<file path="src/rtl/sfx_pkg.sv">
package sfx_pkg;

    localparam logic [7:0] LIST_END_ID = 8'hFF;

    typedef enum logic [2:0] {
        PS_IDLE,
        PS_ID,
        PS_LEN_HI,
        PS_LEN_LO,
        PS_BODY,
        PS_TAIL
    } parse_state_t;

    typedef struct packed {
        logic       vld;
        logic       sof;
        logic       eof;
        logic [7:0] dat;
    } beat_t;

    function automatic logic [15:0] seg_length(input logic [7:0] hi, input logic [7:0] lo);
        return {hi, lo};
    endfunction

endpackage

</file>
<file path="src/rtl/sfx_dpram.sv">
module sfx_dpram #(
    parameter int AW = 6,
    parameter int W  = 8
) (
    input  logic          clk,
    input  logic          we,
    input  logic [AW-1:0] waddr,
    input  logic [W-1:0]  wdata,
    input  logic [AW-1:0] raddr,
    output logic [W-1:0]  rdata
);
    localparam int DEPTH = 1 << AW;

    logic [W-1:0] mem [DEPTH];

    always_ff @(posedge clk) begin
        if (we) mem[waddr] <= wdata;
        rdata <= mem[raddr];
    end
endmodule

</file>
<file path="src/rtl/sfx_fwd_pipe.sv">
module sfx_fwd_pipe
    import sfx_pkg::*;
#(
    parameter int STAGES = 2
) (
    input  logic  clk,
    input  logic  rst,
    input  beat_t din,
    output beat_t dout
);
    beat_t [STAGES-1:0] pipe_q;

    always_ff @(posedge clk) begin
        if (rst) begin
            pipe_q <= '0;
        end else begin
            pipe_q[0] <= din;
            for (int i = 1; i < STAGES; i++) pipe_q[i] <= pipe_q[i-1];
        end
    end

    assign dout = pipe_q[STAGES-1];
endmodule

</file>
<file path="src/rtl/sfx_seg_parser.sv">
module sfx_seg_parser
    import sfx_pkg::*;
#(
    parameter int DATA_AW = 6,
    parameter int META_AW = 2,
    localparam int META_W = DATA_AW + 16
) (
    input  logic               clk,
    input  logic               rst,
    input  logic [7:0]         node_id,
    input  beat_t              din,
    output logic               data_we,
    output logic [DATA_AW-1:0] data_waddr,
    output logic [7:0]         data_wdata,
    output logic               meta_we,
    output logic [META_AW-1:0] meta_waddr,
    output logic [META_W-1:0]  meta_wdata,
    output logic               frame_start,
    output logic               frame_good,
    output logic               frame_short
);
    parse_state_t       st_q, st_d, st_eff;
    logic               hit_q, hit_d;
    logic [7:0]         lhi_q, lhi_d;
    logic [15:0]        rem_q, rem_d;
    logic [DATA_AW-1:0] ptr_q, ptr_d, ptr_eff;
    logic [META_AW-1:0] mix_q, mix_d, mix_eff;
    logic [15:0]        len_now;

    always_comb begin
        st_eff  = (din.vld && din.sof) ? PS_ID : st_q;
        ptr_eff = (din.vld && din.sof) ? '0 : ptr_q;
        mix_eff = (din.vld && din.sof) ? '0 : mix_q;
        len_now = seg_length(lhi_q, din.dat);

        st_d  = st_q;
        hit_d = hit_q;
        lhi_d = lhi_q;
        rem_d = rem_q;
        ptr_d = ptr_q;
        mix_d = mix_q;

        data_we     = 1'b0;
        data_waddr  = ptr_eff;
        data_wdata  = din.dat;
        meta_we     = 1'b0;
        meta_waddr  = mix_eff;
        meta_wdata  = {ptr_eff, len_now};
        frame_start = 1'b0;
        frame_good  = 1'b0;
        frame_short = 1'b0;

        if (din.vld) begin
            frame_start = din.sof;
            ptr_d = ptr_eff;
            mix_d = mix_eff;
            unique case (st_eff)
                PS_IDLE: ;
                PS_ID: begin
                    if (din.dat == LIST_END_ID) begin
                        st_d = PS_TAIL;
                    end else begin
                        hit_d = (din.dat == node_id);
                        st_d  = PS_LEN_HI;
                    end
                end
                PS_LEN_HI: begin
                    lhi_d = din.dat;
                    st_d  = PS_LEN_LO;
                end
                PS_LEN_LO: begin
                    rem_d   = len_now;
                    meta_we = hit_q;
                    if (hit_q) mix_d = mix_eff + 1'b1;
                    st_d = (len_now == 16'd0) ? PS_ID : PS_BODY;
                end
                PS_BODY: begin
                    data_we = hit_q;
                    if (hit_q) ptr_d = ptr_eff + 1'b1;
                    rem_d = rem_q - 16'd1;
                    if (rem_q == 16'd1) st_d = PS_ID;
                end
                PS_TAIL: ;
                default: st_d = PS_IDLE;
            endcase
            if (din.eof && st_eff != PS_IDLE) begin
                if (st_d == PS_ID || st_d == PS_TAIL) frame_good = 1'b1;
                else                                  frame_short = 1'b1;
                st_d = PS_IDLE;
            end
        end
    end

    always_ff @(posedge clk) begin
        if (rst) begin
            st_q  <= PS_IDLE;
            hit_q <= 1'b0;
            lhi_q <= '0;
            rem_q <= '0;
            ptr_q <= '0;
            mix_q <= '0;
        end else begin
            st_q  <= st_d;
            hit_q <= hit_d;
            lhi_q <= lhi_d;
            rem_q <= rem_d;
            ptr_q <= ptr_d;
            mix_q <= mix_d;
        end
    end
endmodule

</file>
<file path="src/rtl/sfx_done_timer.sv">
module sfx_done_timer #(
    parameter int HOLD = 12,
    localparam int CW = $clog2(HOLD + 1)
) (
    input  logic clk,
    input  logic rst,
    input  logic frame_start,
    input  logic frame_good,
    input  logic frame_short,
    output logic done_strobe,
    output logic err_flag
);
    logic [CW-1:0] cnt_q;

    always_ff @(posedge clk) begin
        if (rst) begin
            cnt_q    <= '0;
            err_flag <= 1'b0;
        end else begin
            if (frame_good)        cnt_q <= CW'(HOLD);
            else if (cnt_q != '0)  cnt_q <= cnt_q - 1'b1;
            if (frame_short)       err_flag <= 1'b1;
            else if (frame_start)  err_flag <= 1'b0;
        end
    end

    assign done_strobe = (cnt_q != '0);
endmodule

</file>
<file path="src/rtl/sfx_node_extract.sv">
module sfx_node_extract
    import sfx_pkg::*;
#(
    parameter int DATA_AW    = 6,
    parameter int META_AW    = 2,
    parameter int FWD_STAGES = 2,
    parameter int DONE_HOLD  = 12
) (
    input  logic                 clk,
    input  logic                 rst,
    input  logic [7:0]           node_id,
    input  logic                 in_valid,
    input  logic                 in_sof,
    input  logic                 in_eof,
    input  logic [7:0]           in_data,
    output logic                 out_valid,
    output logic                 out_sof,
    output logic                 out_eof,
    output logic [7:0]           out_data,
    output logic                 done_strobe,
    output logic                 err_flag,
    input  logic [DATA_AW-1:0]   app_rd_addr,
    output logic [7:0]           app_rd_data,
    input  logic [META_AW-1:0]   meta_rd_addr,
    output logic [DATA_AW+15:0]  meta_rd_data
);
    localparam int META_W = DATA_AW + 16;

    beat_t              beat_in, beat_out;
    logic               data_we, meta_we;
    logic [DATA_AW-1:0] data_waddr;
    logic [7:0]         data_wdata;
    logic [META_AW-1:0] meta_waddr;
    logic [META_W-1:0]  meta_wdata;
    logic               frame_start, frame_good, frame_short;

    assign beat_in = '{vld: in_valid, sof: in_sof, eof: in_eof, dat: in_data};

    sfx_fwd_pipe #(.STAGES(FWD_STAGES)) u_fwd (
        .clk(clk), .rst(rst), .din(beat_in), .dout(beat_out)
    );

    assign out_valid = beat_out.vld;
    assign out_sof   = beat_out.sof;
    assign out_eof   = beat_out.eof;
    assign out_data  = beat_out.dat;

    sfx_seg_parser #(.DATA_AW(DATA_AW), .META_AW(META_AW)) u_parse (
        .clk(clk), .rst(rst), .node_id(node_id), .din(beat_in),
        .data_we(data_we), .data_waddr(data_waddr), .data_wdata(data_wdata),
        .meta_we(meta_we), .meta_waddr(meta_waddr), .meta_wdata(meta_wdata),
        .frame_start(frame_start), .frame_good(frame_good), .frame_short(frame_short)
    );

    sfx_dpram #(.AW(DATA_AW), .W(8)) u_app_ram (
        .clk(clk), .we(data_we), .waddr(data_waddr), .wdata(data_wdata),
        .raddr(app_rd_addr), .rdata(app_rd_data)
    );

    sfx_dpram #(.AW(META_AW), .W(META_W)) u_meta_ram (
        .clk(clk), .we(meta_we), .waddr(meta_waddr), .wdata(meta_wdata),
        .raddr(meta_rd_addr), .rdata(meta_rd_data)
    );

    sfx_done_timer #(.HOLD(DONE_HOLD)) u_done (
        .clk(clk), .rst(rst), .frame_start(frame_start), .frame_good(frame_good),
        .frame_short(frame_short), .done_strobe(done_strobe), .err_flag(err_flag)
    );
endmodule

</file>
<file path="config.mk">
export PLATFORM = sky130hd
export DESIGN_NAME = sfx_node_extract
export DESIGN_NICKNAME = d
export VERILOG_FILES = /design/src/rtl/sfx_pkg.sv /design/src/rtl/sfx_dpram.sv /design/src/rtl/sfx_fwd_pipe.sv /design/src/rtl/sfx_seg_parser.sv /design/src/rtl/sfx_done_timer.sv /design/src/rtl/sfx_node_extract.sv
export SDC_FILE = /design/constraint.sdc
export NUM_CORES = 1
export LEC_CHECK = 0
export CAP_MARGIN = 20
export CORE_MARGIN = 3
export CORE_UTILIZATION = 50
export CTS_BUF_LIST = sky130_fd_sc_hd__clkbuf_2 sky130_fd_sc_hd__clkbuf_4 sky130_fd_sc_hd__clkbuf_8
export DETAILED_ROUTE_END_ITERATION = 10
export PLACE_DENSITY = 0.67
export SLEW_MARGIN = 25
export SYNTH_ARGS = -nofsm -noshare
export SYNTH_HDL_FRONTEND = slang
export SYNTH_SLANG_ARGS = --single-unit
export TNS_END_PERCENT = 10
</file>
<file path="constraint.sdc">
create_clock -name clk -period 2.7 [get_ports clk]
set_input_delay 0.405 -clock clk [delete_from_list [all_inputs] [get_ports clk]]
set_output_delay 0.405 -clock clk [all_outputs]
set_load 0.03 [all_outputs]
</file>
==> flow_metrics.env, run 1 <==
export IMPL_status="finished, final reports clean"
export IMPL_place_hpwl_um=40890
export IMPL_portBuffers=71
export IMPL_hold_path_class="in2reg"
export IMPL_avgSynthCellArea_sq_um=18.43
export IMPL_synth_top_flop_cell="edfxtp_1"
export IMPL_setup_viol=0
export IMPL_firstDrtPassIters=7
export IMPL_clk_latency_ns=0.70
export IMPL_swShare=0.2185
export IMPL_critPathRequiredTime_ns=2.30
export IMPL_die_x_um=238.1
export IMPL_critPathArrivalTime_ns=2.05
export IMPL_ios=72
export IMPL_final_util=0.5992
export IMPL_post_cts_buffers=0
export IMPL_grt_max_degree=71
export IMPL_grt_overflow=0
export IMPL_crit_path_start_kind="flop"
export IMPL_vias=14790
export IMPL_final_cell_mix="600 x edfxtp_1, 147 x mux4_2, 141 x buf_4"
export IMPL_design_area_sq_um=31740
export IMPL_synthCells=1462
export IMPL_finalMaxSlewViolations=0
export IMPL_place_gp_congestion=0.8511
export IMPL_synth_compound_area_frac=0.03730
export IMPL_ctsHoldBuffers=0
export IMPL_dp_cells=2299
export IMPL_grt_first_pass_wirelength_um=95380
export IMPL_layout_drive_gt1_share=0.2872
export IMPL_via_per_inst=5.910
export IMPL_grt_util_all_layers=0.2282
export IMPL_relSlewSlack=0.4470
export IMPL_cp_end_kind="output port"
export IMPL_drt_iter0_markers=1542
export IMPL_multi_input_area_sq_um=6531
export IMPL_grt_pass1_vias=15090
export IMPL_synth_simple_area_share=0.05824
export IMPL_power_share_clock=0.407
export IMPL_async_reset_ff_frac=0
export IMPL_path_class="reg2out"
export IMPL_ant_nets=0
export IMPL_p_comb_frac=0.061
export IMPL_fin_tns_setup_ns=0
export IMPL_dp_slack_ns=0.05591
export IMPL_grt_setup_unrepaired="no"
export IMPL_synth_seq_area_share=0.7379
export IMPL_timing_final_crit_share=0.9089
export IMPL_fillCellCount=3831
export IMPL_totalWireLength_um=63700
export IMPL_cts_clk_slew_worst_paths_ns=0.06
export IMPL_dieArea_sq_um=56700
export IMPL_drc_errors=0
export IMPL_tightest_slew_ns=0.8294
export IMPL_synth_xor_area_frac=0.004227
export IMPL_cts_tree="yes"
export IMPL_finClkSkew_ns=0.04234
export IMPL_start_util=0.5086
export IMPL_cts_buffers_inserted=107
export IMPL_muxShareOfSynthArea=0.1388
export IMPL_htreeDepth=3
export IMPL_ys_types=66
export IMPL_layout_commonest_cell="edfxtp_1"
export IMPL_cts_root_buffer="clkbuf_8"
export IMPL_report_final_hold_viol_count=0
export IMPL_wl_per_cell_um=25.45
export IMPL_worstPathMaxFanout=4
export IMPL_max_freq_ghz=0.4075
export IMPL_p_sw_mw=4.812
export IMPL_syn_nets=1499
export IMPL_fin_crit_ns=2.454
export IMPL_areaGrowthSynthToFinish_pct=17.82
export IMPL_dieHeight_um=238.1
export IMPL_finalPower_mw=22.03
export IMPL_power_leakage_nw=10.57
export IMPL_std_cell_rows=84
export IMPL_worst_slack_ns=0.2460
export IMPL_synthAdderAreaFrac=0.003716
export IMPL_cts_resized=2
export IMPL_synth_edf_count=600
export IMPL_clkSinkCount=693
export IMPL_p_int_mw=17.21
export IMPL_ir_drop_mv=0.5208
export IMPL_synth_top_family_by_area="multiplexers"
export IMPL_maxCapViolations=0
export IMPL_ys_warn_count=0
export IMPL_powerDensity_nw_per_um2=694.0
export IMPL_fin_cells=2503
export IMPL_placed_area_sq_um=29470
export IMPL_cts_buffer_depth=3
export IMPL_core_area_sq_um=52970
export IMPL_antenna_found_initial=0
export IMPL_netlist_area_sq_um=26940
export IMPL_fin_hold_ws_ns=0.08965
export IMPL_ys_seq_elements=693
export IMPL_finalNetCount=1757
export IMPL_p_seq_frac=0.532
export IMPL_regArea_sq_um=19880
registers in the layout, indices dropped and copies added (netlist names), 2 cells and up:
name,cells
u_parse.mix_q,2
u_done.cnt_q,4
u_meta_ram.rdata,22
u_parse.rem_q,16
u_parse.lhi_q,8
u_app_ram.mem,512
u_meta_ram.mem,88
u_parse.ptr_q,6
u_fwd.pipe_q,11
u_app_ram.rdata,8
u_parse.st_q,3
u_fwd.dout,11
cells by family after synthesis:
group,Yosys count
flops,693
simple gates,310
mux,189
compound gates,151
buf+inv,98
xor+xnor,13
fa+ha+maj,8
power by group through the flow:
stage                     registers, mW  logic (mW)  clock network (mW)
after global routing               11.7        1.43                9.65
after floorplan                    12.0       0.674                   0
after CTS                          11.7        1.35                9.14
after global placement             11.9        1.33                   0
final                              11.7        1.34                8.96
after detailed placement           11.9        1.35                   0
layer usage:
layer	track usage	vias up	part of all wire
met4	0.06982	0	0.020
met1	0.3232	7618	0.42
met3	0.04554	96	0.078
li1	-	6405	-
met2	0.3648	674	0.48
met5	0	-	0
cell type report:
class | instances | share of cell area
Sequential cell | 693 | 0.6264
Multi-Input combinational cell | 671 | 0.2058
Timing Repair Buffer | 232 | 0.06757
Clock buffer | 158 | 0.06063
Tap cell | 688 | 0.02712
Clock inverter | 45 | 0.01068
Inverter | 15 | 0.001774
Antenna cell | 1 | 0.00007885
cells in the mapped netlist, types with 3 or more instances:
| cell | count | share of area |
|---|---|---|
| o21a_1 | 3 | 0.00084 |
| mux4_2 | 147 | 0.12 |
| nand2_1 | 42 | 0.0059 |
| nand3b_1 | 4 | 0.0011 |
| inv_1 | 14 | 0.0020 |
| nor3_1 | 26 | 0.0048 |
| mux2_2 | 6 | 0.0025 |
| a22oi_1 | 24 | 0.0067 |
| o32ai_1 | 4 | 0.0013 |
| nor4_1 | 10 | 0.0023 |
| edfxtp_1 | 600 | 0.67 |
| a31oi_1 | 3 | 0.00070 |
| dfxtp_1 | 93 | 0.069 |
| a21oi_1 | 28 | 0.0052 |
| xnor2_1 | 12 | 0.0039 |
| buf_6 | 11 | 0.0046 |
| buf_1 | 4 | 0.00056 |
| buf_4 | 13 | 0.0036 |
| nor3b_1 | 5 | 0.0014 |
| nor2b_1 | 32 | 0.0074 |
| buf_2 | 27 | 0.0050 |
| and3_1 | 3 | 0.00070 |
| o22ai_1 | 15 | 0.0035 |
| and2_0 | 4 | 0.00093 |
| or3_1 | 9 | 0.0021 |
| o21ai_0 | 33 | 0.0061 |
| and2_1 | 11 | 0.0026 |
| a211o_1 | 4 | 0.0013 |
| mux2i_1 | 36 | 0.013 |
| nand3_1 | 15 | 0.0028 |
| nand4_1 | 11 | 0.0026 |
| a211oi_1 | 11 | 0.0031 |
| nand2b_1 | 13 | 0.0030 |
| nor2_1 | 113 | 0.016 |
| ha_1 | 8 | 0.0037 |
| clkbuf_1 | 28 | 0.0039 |
critical path, stage by stage (launching register included):
cell,delay [ns]
dfxtp_1,0.31
inv_1,0.09
ha_1,0.21
nor3b_2,0.32
inv_1,0.08
dlygate4sd2_1,0.36
final timing paths:
check                   from                    to  slack, ns  depth (start not counted)
max reg2reg  u_parse.st_q[1]  u_app_ram.mem[52][6]       0.56                          7
max          u_done.cnt_q[0]           done_strobe       0.25                          5
min reg2reg  u_fwd.pipe_q[3]         u_fwd.dout[3]       0.44                          1
min               in_data[7]  u_meta_ram.mem[2][7]       0.09                          1
Power figures use the tool's default switching activity.
==> inputs of run 2 (changes only) <==
RECOVER_POWER = 100   (was not set)
==> run 2 against run 1 <==
The flow now finishes with violations (max-capacitance violations, max-slew violations). Power shrank 0.16%. Register-to-register slack got worse by 0.37 ns. Die area stayed put. Via count is 0.20% higher. Combinational power decreased by 3%. Clock power barely moved. Critical path type is now reg2reg. Critical endpoint is now u_app_ram.mem[33][6].
==> flow_metrics.env, run 2 (same netlist as run 1, synthesis figures left out) <==
export IMPL_reg2reg_slack_ns=0.19
export IMPL_worstPathMaxFanout=8
export IMPL_regMostFlops="u_app_ram.mem"
export IMPL_dieArea_sq_um=56700
export IMPL_areaGrowthSynthToFinish_pct=15.91
export IMPL_fin_cells=2503
export IMPL_place_hpwl_um=40890
export IMPL_r2r_start="u_parse.st_q[1]"
export IMPL_power_share_clock=0.407
export IMPL_ant_nets=0
export IMPL_tightest_slew_ns=1.879
export IMPL_cts_buffer_depth=3
export IMPL_final_cell_mix="600 x edfxtp_1, 147 x mux4_2, 118 x clkbuf_8"
export IMPL_post_cts_buffers=0
export IMPL_cp_end_kind="flop"
export IMPL_clk_latency_ns=0.70
export IMPL_finClkSkew_ns=0.04131
export IMPL_via_per_inst=5.922
export IMPL_violations="max-capacitance violations, max-slew violations"
export IMPL_fin_tns_setup_ns=0
export IMPL_p_seq_frac=0.533
export IMPL_layout_commonest_cell="edfxtp_1"
export IMPL_cts_buffers_inserted=107
export IMPL_grt_first_pass_wirelength_um=95380
export IMPL_wl_per_cell_um=25.45
export IMPL_std_cell_rows=84
export IMPL_drc_errors=0
export IMPL_finalMaxSlewViolations=232
export IMPL_path_class="reg2reg"
export IMPL_cts_clk_slew_worst_paths_ns=0.07
export IMPL_placed_area_sq_um=29470
export IMPL_ir_drop_mv=0.5418
export IMPL_powerDensity_nw_per_um2=704.3
export IMPL_worst_r2r_endpoint="u_app_ram.mem[33][6]"
export IMPL_maxCapViolations=5
export IMPL_setup_viol=0
export IMPL_grt_setup_unrepaired="no"
export IMPL_power_leakage_nw=10.23
export IMPL_antenna_found_initial=0
export IMPL_dieHeight_um=238.1
export IMPL_firstDrtPassIters=5
export IMPL_finalPower_mw=21.99
export IMPL_core_area_sq_um=52970
export IMPL_worstHoldStart="in_data[7]"
export IMPL_layout_drive_gt1_share=0.2453
export IMPL_critPathRequiredTime_ns=3.05
export IMPL_vias=14820
export IMPL_fin_hold_ws_ns=0.2118
export IMPL_p_comb_frac=0.059
export IMPL_p_int_mw=17.18
export IMPL_worstRegToRegCells=7
export IMPL_cts_root_buffer="clkbuf_8"
export IMPL_clkSinkCount=693
export IMPL_dp_slack_ns=0.05591
export IMPL_grt_overflow=0
export IMPL_place_gp_congestion=0.8511
export IMPL_swShare=0.2185
export IMPL_relSlewSlack=-0.2529
export IMPL_die_x_um=238.1
export IMPL_final_util=0.5895
export IMPL_p_sw_mw=4.806
export IMPL_largest_register_ffs=512
export IMPL_grt_pass1_vias=15090
export IMPL_grt_max_degree=71
export IMPL_hold_depth=1
export IMPL_htreeDepth=3
export IMPL_status="finished with violations"
export IMPL_critPathArrivalTime_ns=2.86
export IMPL_drt_iter0_markers=1607
export IMPL_ios=72
export IMPL_reg_largest_list="u_app_ram.mem: 512 flops, u_meta_ram.mem: 88 flops, u_meta_ram.rdata: 22 flops"
export IMPL_finalNetCount=1757
export IMPL_grt_util_all_layers=0.2282
export IMPL_fin_crit_ns=2.506
export IMPL_crit_path_start_kind="flop"
export IMPL_design_area_sq_um=31220
export IMPL_hold_path_class="in2reg"
export IMPL_start_util=0.5086
export IMPL_timing_final_crit_share=0.9280
export IMPL_dp_cells=2299
export IMPL_ctsHoldBuffers=0
export IMPL_report_final_hold_viol_count=0
export IMPL_worst_slack_ns=0.1945
export IMPL_min_to="u_meta_ram.mem[2][7]"
export IMPL_portBuffers=71
export IMPL_cts_tree="yes"
export IMPL_totalWireLength_um=63700
export IMPL_max_freq_ghz=0.3991
## run 2: worst max path at each step
stage	slack, ns	from	endpoint
2_1_floorplan	0.48	in_sof	u_app_ram.mem[14][0]
3_3_place_gp	0.09	in_valid	u_app_ram.mem[22][7]
3_5_place_dp	0.06	in_valid	u_app_ram.mem[52][4]
4_1_cts	0.19	u_done.cnt_q[0]	done_strobe
5_1_grt	0.06	u_parse.st_q[1]	u_app_ram.mem[4][7]
6_report	0.19	u_parse.st_q[1]	u_app_ram.mem[33][6]
## run 2: power by group through the flow
stage	clock (mW)	combinational, mW	sequential, mW
floorplan	0	0.674	12.0
global route	9.65	1.39	11.7
finish	8.96	1.30	11.7
detailed placement	0	1.35	11.9
global placement	0	1.33	11.9
CTS	9.14	1.35	11.7
## run 2: timing repair
action,in CTS,in global routing
endpoints found under the setup margin,1,0
resized for setup,2,0
endpoints found under the hold margin,0,0
## run 2: critical path, cell delays in order, from the launching register on
cell	delay (ns)
dfxtp_1	0.31
nand2b_1	0.24
nor4_1	0.38
clkbuf_1	0.32
nand3_1	0.21
clkbuf_1	0.27
nor2_1	0.17
clkbuf_2	0.26
## run 2: layout make-up
type	count	area (sq um)
fillers	3926	21750
repair buffers	232	1670
flip-flops and latches	693	19880
inverters	15	56.30
clock buffers	158	1924
well taps	688	860.8
clock inverters	45	339.1
diodes	1	2.502
multi-input cells	671	6491
## run 2: per-layer routing
metal  GRT usage  vias up  part of all wire
met5           0        -                 0
met3     0.04554       87             0.076
met2      0.3648      689              0.49
met1      0.3232     7631              0.42
li1            -     6416                 -
met4     0.06982        0             0.019
==> inputs of run 3 (changes only) <==
CTS_BUF_LIST = sky130_fd_sc_hd__clkbuf_16   (was sky130_fd_sc_hd__clkbuf_2 sky130_fd_sc_hd__clkbuf_4 sky130_fd_sc_hd__clkbuf_8)
==> run 3 against run 2 <==
The run still ends with max-capacitance violations, max-slew violations left. Cell area fell by 0.23%. Utilization is 0.13 points lower. Via count down 1.4%. Wire length decreased by 0.29%. Worst hold slack improved by 0.094 ns. Clock power increased by 4.6%. Critical path type is now reg2out. Register-to-register slack worse by 0.03 ns. Largest cell class unchanged. Global-route usage shrank 0.11 points. Power increased by 2.0%. Count of clock-buffer cells in the layout down 87. Die area is the same.
==> flow_metrics.env, run 3 (same netlist as run 1, synthesis figures left out) <==
export IMPL_status="finished with violations"
export IMPL_violations="max-capacitance violations, max-slew violations"
export IMPL_cts_clk_slew_worst_paths_ns=0.06
export IMPL_maxCapViolations=5
export IMPL_grt_overflow=0
export IMPL_cts_buffers_inserted=71
export IMPL_hold_path_class="in2reg"
export IMPL_layout_commonest_cell="edfxtp_1"
export IMPL_post_cts_buffers=0
export IMPL_clk_latency_ns=0.60
export IMPL_drc_errors=0
export IMPL_multi_input_area_sq_um=6499
export IMPL_largest_register_ffs=512
export IMPL_std_cell_rows=84
export IMPL_finClkSkew_ns=0.02051
export IMPL_regMostFlops="u_app_ram.mem"
export IMPL_powerDensity_nw_per_um2=719.8
export IMPL_fin_crit_ns=2.585
export IMPL_drt_iter0_markers=1506
export IMPL_areaGrowthSynthToFinish_pct=15.64
export IMPL_critPathRequiredTime_ns=2.30
export IMPL_firstDrtPassIters=5
export IMPL_cts_buffer_depth=3
export IMPL_vias=14620
export IMPL_ant_nets=0
export IMPL_relSlewSlack=-0.2346
export IMPL_wl_per_cell_um=26.15
export IMPL_grt_max_degree=71
export IMPL_ir_drop_mv=0.4942
export IMPL_worst_r2r_endpoint="u_app_ram.mem[53][2]"
export IMPL_place_gp_congestion=0.8511
export IMPL_totalWireLength_um=63520
export IMPL_final_util=0.5881
export IMPL_tightest_slew_ns=1.852
export IMPL_max_freq_ghz=0.3868
export IMPL_path_class="reg2out"
export IMPL_critPathArrivalTime_ns=2.18
export IMPL_finalNetCount=1721
export IMPL_place_hpwl_um=40890
export IMPL_cp_end_kind="output port"
export IMPL_worstRegToRegCells=7
export IMPL_fin_tns_setup_ns=0
export IMPL_dieArea_sq_um=56700
export IMPL_worstPathMaxFanout=4
export IMPL_reg_largest_list="u_app_ram.mem: 512 flops, u_meta_ram.mem: 88 flops, u_meta_ram.rdata: 22 flops"
export IMPL_ios=72
export IMPL_dieHeight_um=238.1
export IMPL_grt_util_all_layers=0.2272
export IMPL_power_leakage_nw=10.16
export IMPL_finalMaxSlewViolations=232
export IMPL_min_to="u_app_ram.mem[51][1]"
export IMPL_grt_pass1_vias=14720
export IMPL_layout_drive_gt1_share=0.2068
export IMPL_setup_viol=0
export IMPL_die_x_um=238.1
export IMPL_ctsHoldBuffers=0
export IMPL_r2r_start="u_parse.st_q[1]"
export IMPL_via_per_inst=6.019
export IMPL_cts_root_buffer="clkbuf_16"
export IMPL_regArea_sq_um=19880
export IMPL_grt_first_pass_wirelength_um=94670
export IMPL_reg2reg_slack_ns=0.16
export IMPL_final_cell_mix="600 x edfxtp_1, 147 x mux4_2, 113 x nor2_1"
export IMPL_start_util=0.5086
export IMPL_clkSinkCount=693
export IMPL_core_area_sq_um=52970
export IMPL_worstHoldStart="in_data[1]"
export IMPL_cts_tree="yes"
export IMPL_fin_cells=2429
export IMPL_timing_final_crit_share=0.9575
export IMPL_grt_setup_unrepaired="no"
export IMPL_dp_cells=2299
export IMPL_hold_depth=1
export IMPL_diodes=0
export IMPL_antenna_found_initial=1
export IMPL_portBuffers=71
export IMPL_htreeDepth=3
export IMPL_fillCellCount=3922
export IMPL_report_final_hold_viol_count=0
export IMPL_crit_path_start_kind="flop"
==> run 3: cell count changes in the layout (fill, tap and decap cells not counted), sizes merged, moves of 2 or more <==
| cell | change |
|---|---|
| inv | +14 |
| bufinv | +2 |
| buf | -8 |
| clkbuf | -79 |
==> run 3: worst max-delay path by stage <==
stage | from | end | slack, ns | depth (start not counted)
after global placement | in_valid | u_app_ram.mem[22][7] | 0.09 | 8
after global routing | in_valid | u_app_ram.mem[8][4] | 0.01 | 9
final | u_done.cnt_q[0] | done_strobe | 0.11 | 5
after detailed placement | in_valid | u_app_ram.mem[52][4] | 0.06 | 8
after CTS | u_done.cnt_q[0] | done_strobe | 0.04 | 5
after floorplan | in_sof | u_app_ram.mem[14][0] | 0.48 | 5
==> run 3: metrics by stage <==
step | instance area [sq um] | hold WS, ns | setup WS, ns | total power, mW
final | 31150 | 0.3054 | 0.1148 | 22.42
after global routing | 31150 | 0.2838 | 0.01390 | 23.12
after CTS | 31720 | 0.1422 | 0.04435 | 22.64
after detailed placement | 29470 | 0.4263 | 0.05591 | 13.30
after global placement | 29470 | 0.4194 | 0.08978 | 13.28
after floorplan | 26940 | 0.4138 | 0.4805 | 12.70
==> run 3: cell type report <==
| cell class | instances | share of cell area |
|---|---|---|
| flip-flops and latches | 693 | 0.6381 |
| multi-input cells | 671 | 0.2086 |
| repair buffers | 232 | 0.05169 |
| clock buffers | 71 | 0.05703 |
| inverters | 15 | 0.001807 |
| clock inverters | 59 | 0.01510 |
| well taps | 688 | 0.02763 |
==> run 3: worst max-delay path, cell delays in order (launching register included) <==
cell,delay [ns]
dfxtp_1,0.31
inv_1,0.09
ha_1,0.21
nor3b_4,0.28
inv_1,0.08
clkdlybuf4s50_1,0.60
==> run 3: repair_timing <==
item	4_1_cts	5_1_grt
gates resized for setup	1	1
cloned	0	0
endpoints found under the setup margin	1	1
==> run 3: metal layers <==
layer  share of wire  up-vias  wire [um]  track usage
met1            0.42     7573      26630       0.3259
met3           0.072      100       4547      0.03675
li1                -     6314          -            -
met4           0.024        0       1501      0.06817
met5               0        -          0            0
met2            0.49      633      30830       0.3656
==> run 3: power by group <==
| group | internal, mW | switching (mW) | total, mW |
|---|---|---|---|
| Sequential | 11.7 | 0.0404 | 11.7 |
| Clock | 5.39 | 3.98 | 9.37 |
| Combinational | 0.524 | 0.797 | 1.32 |
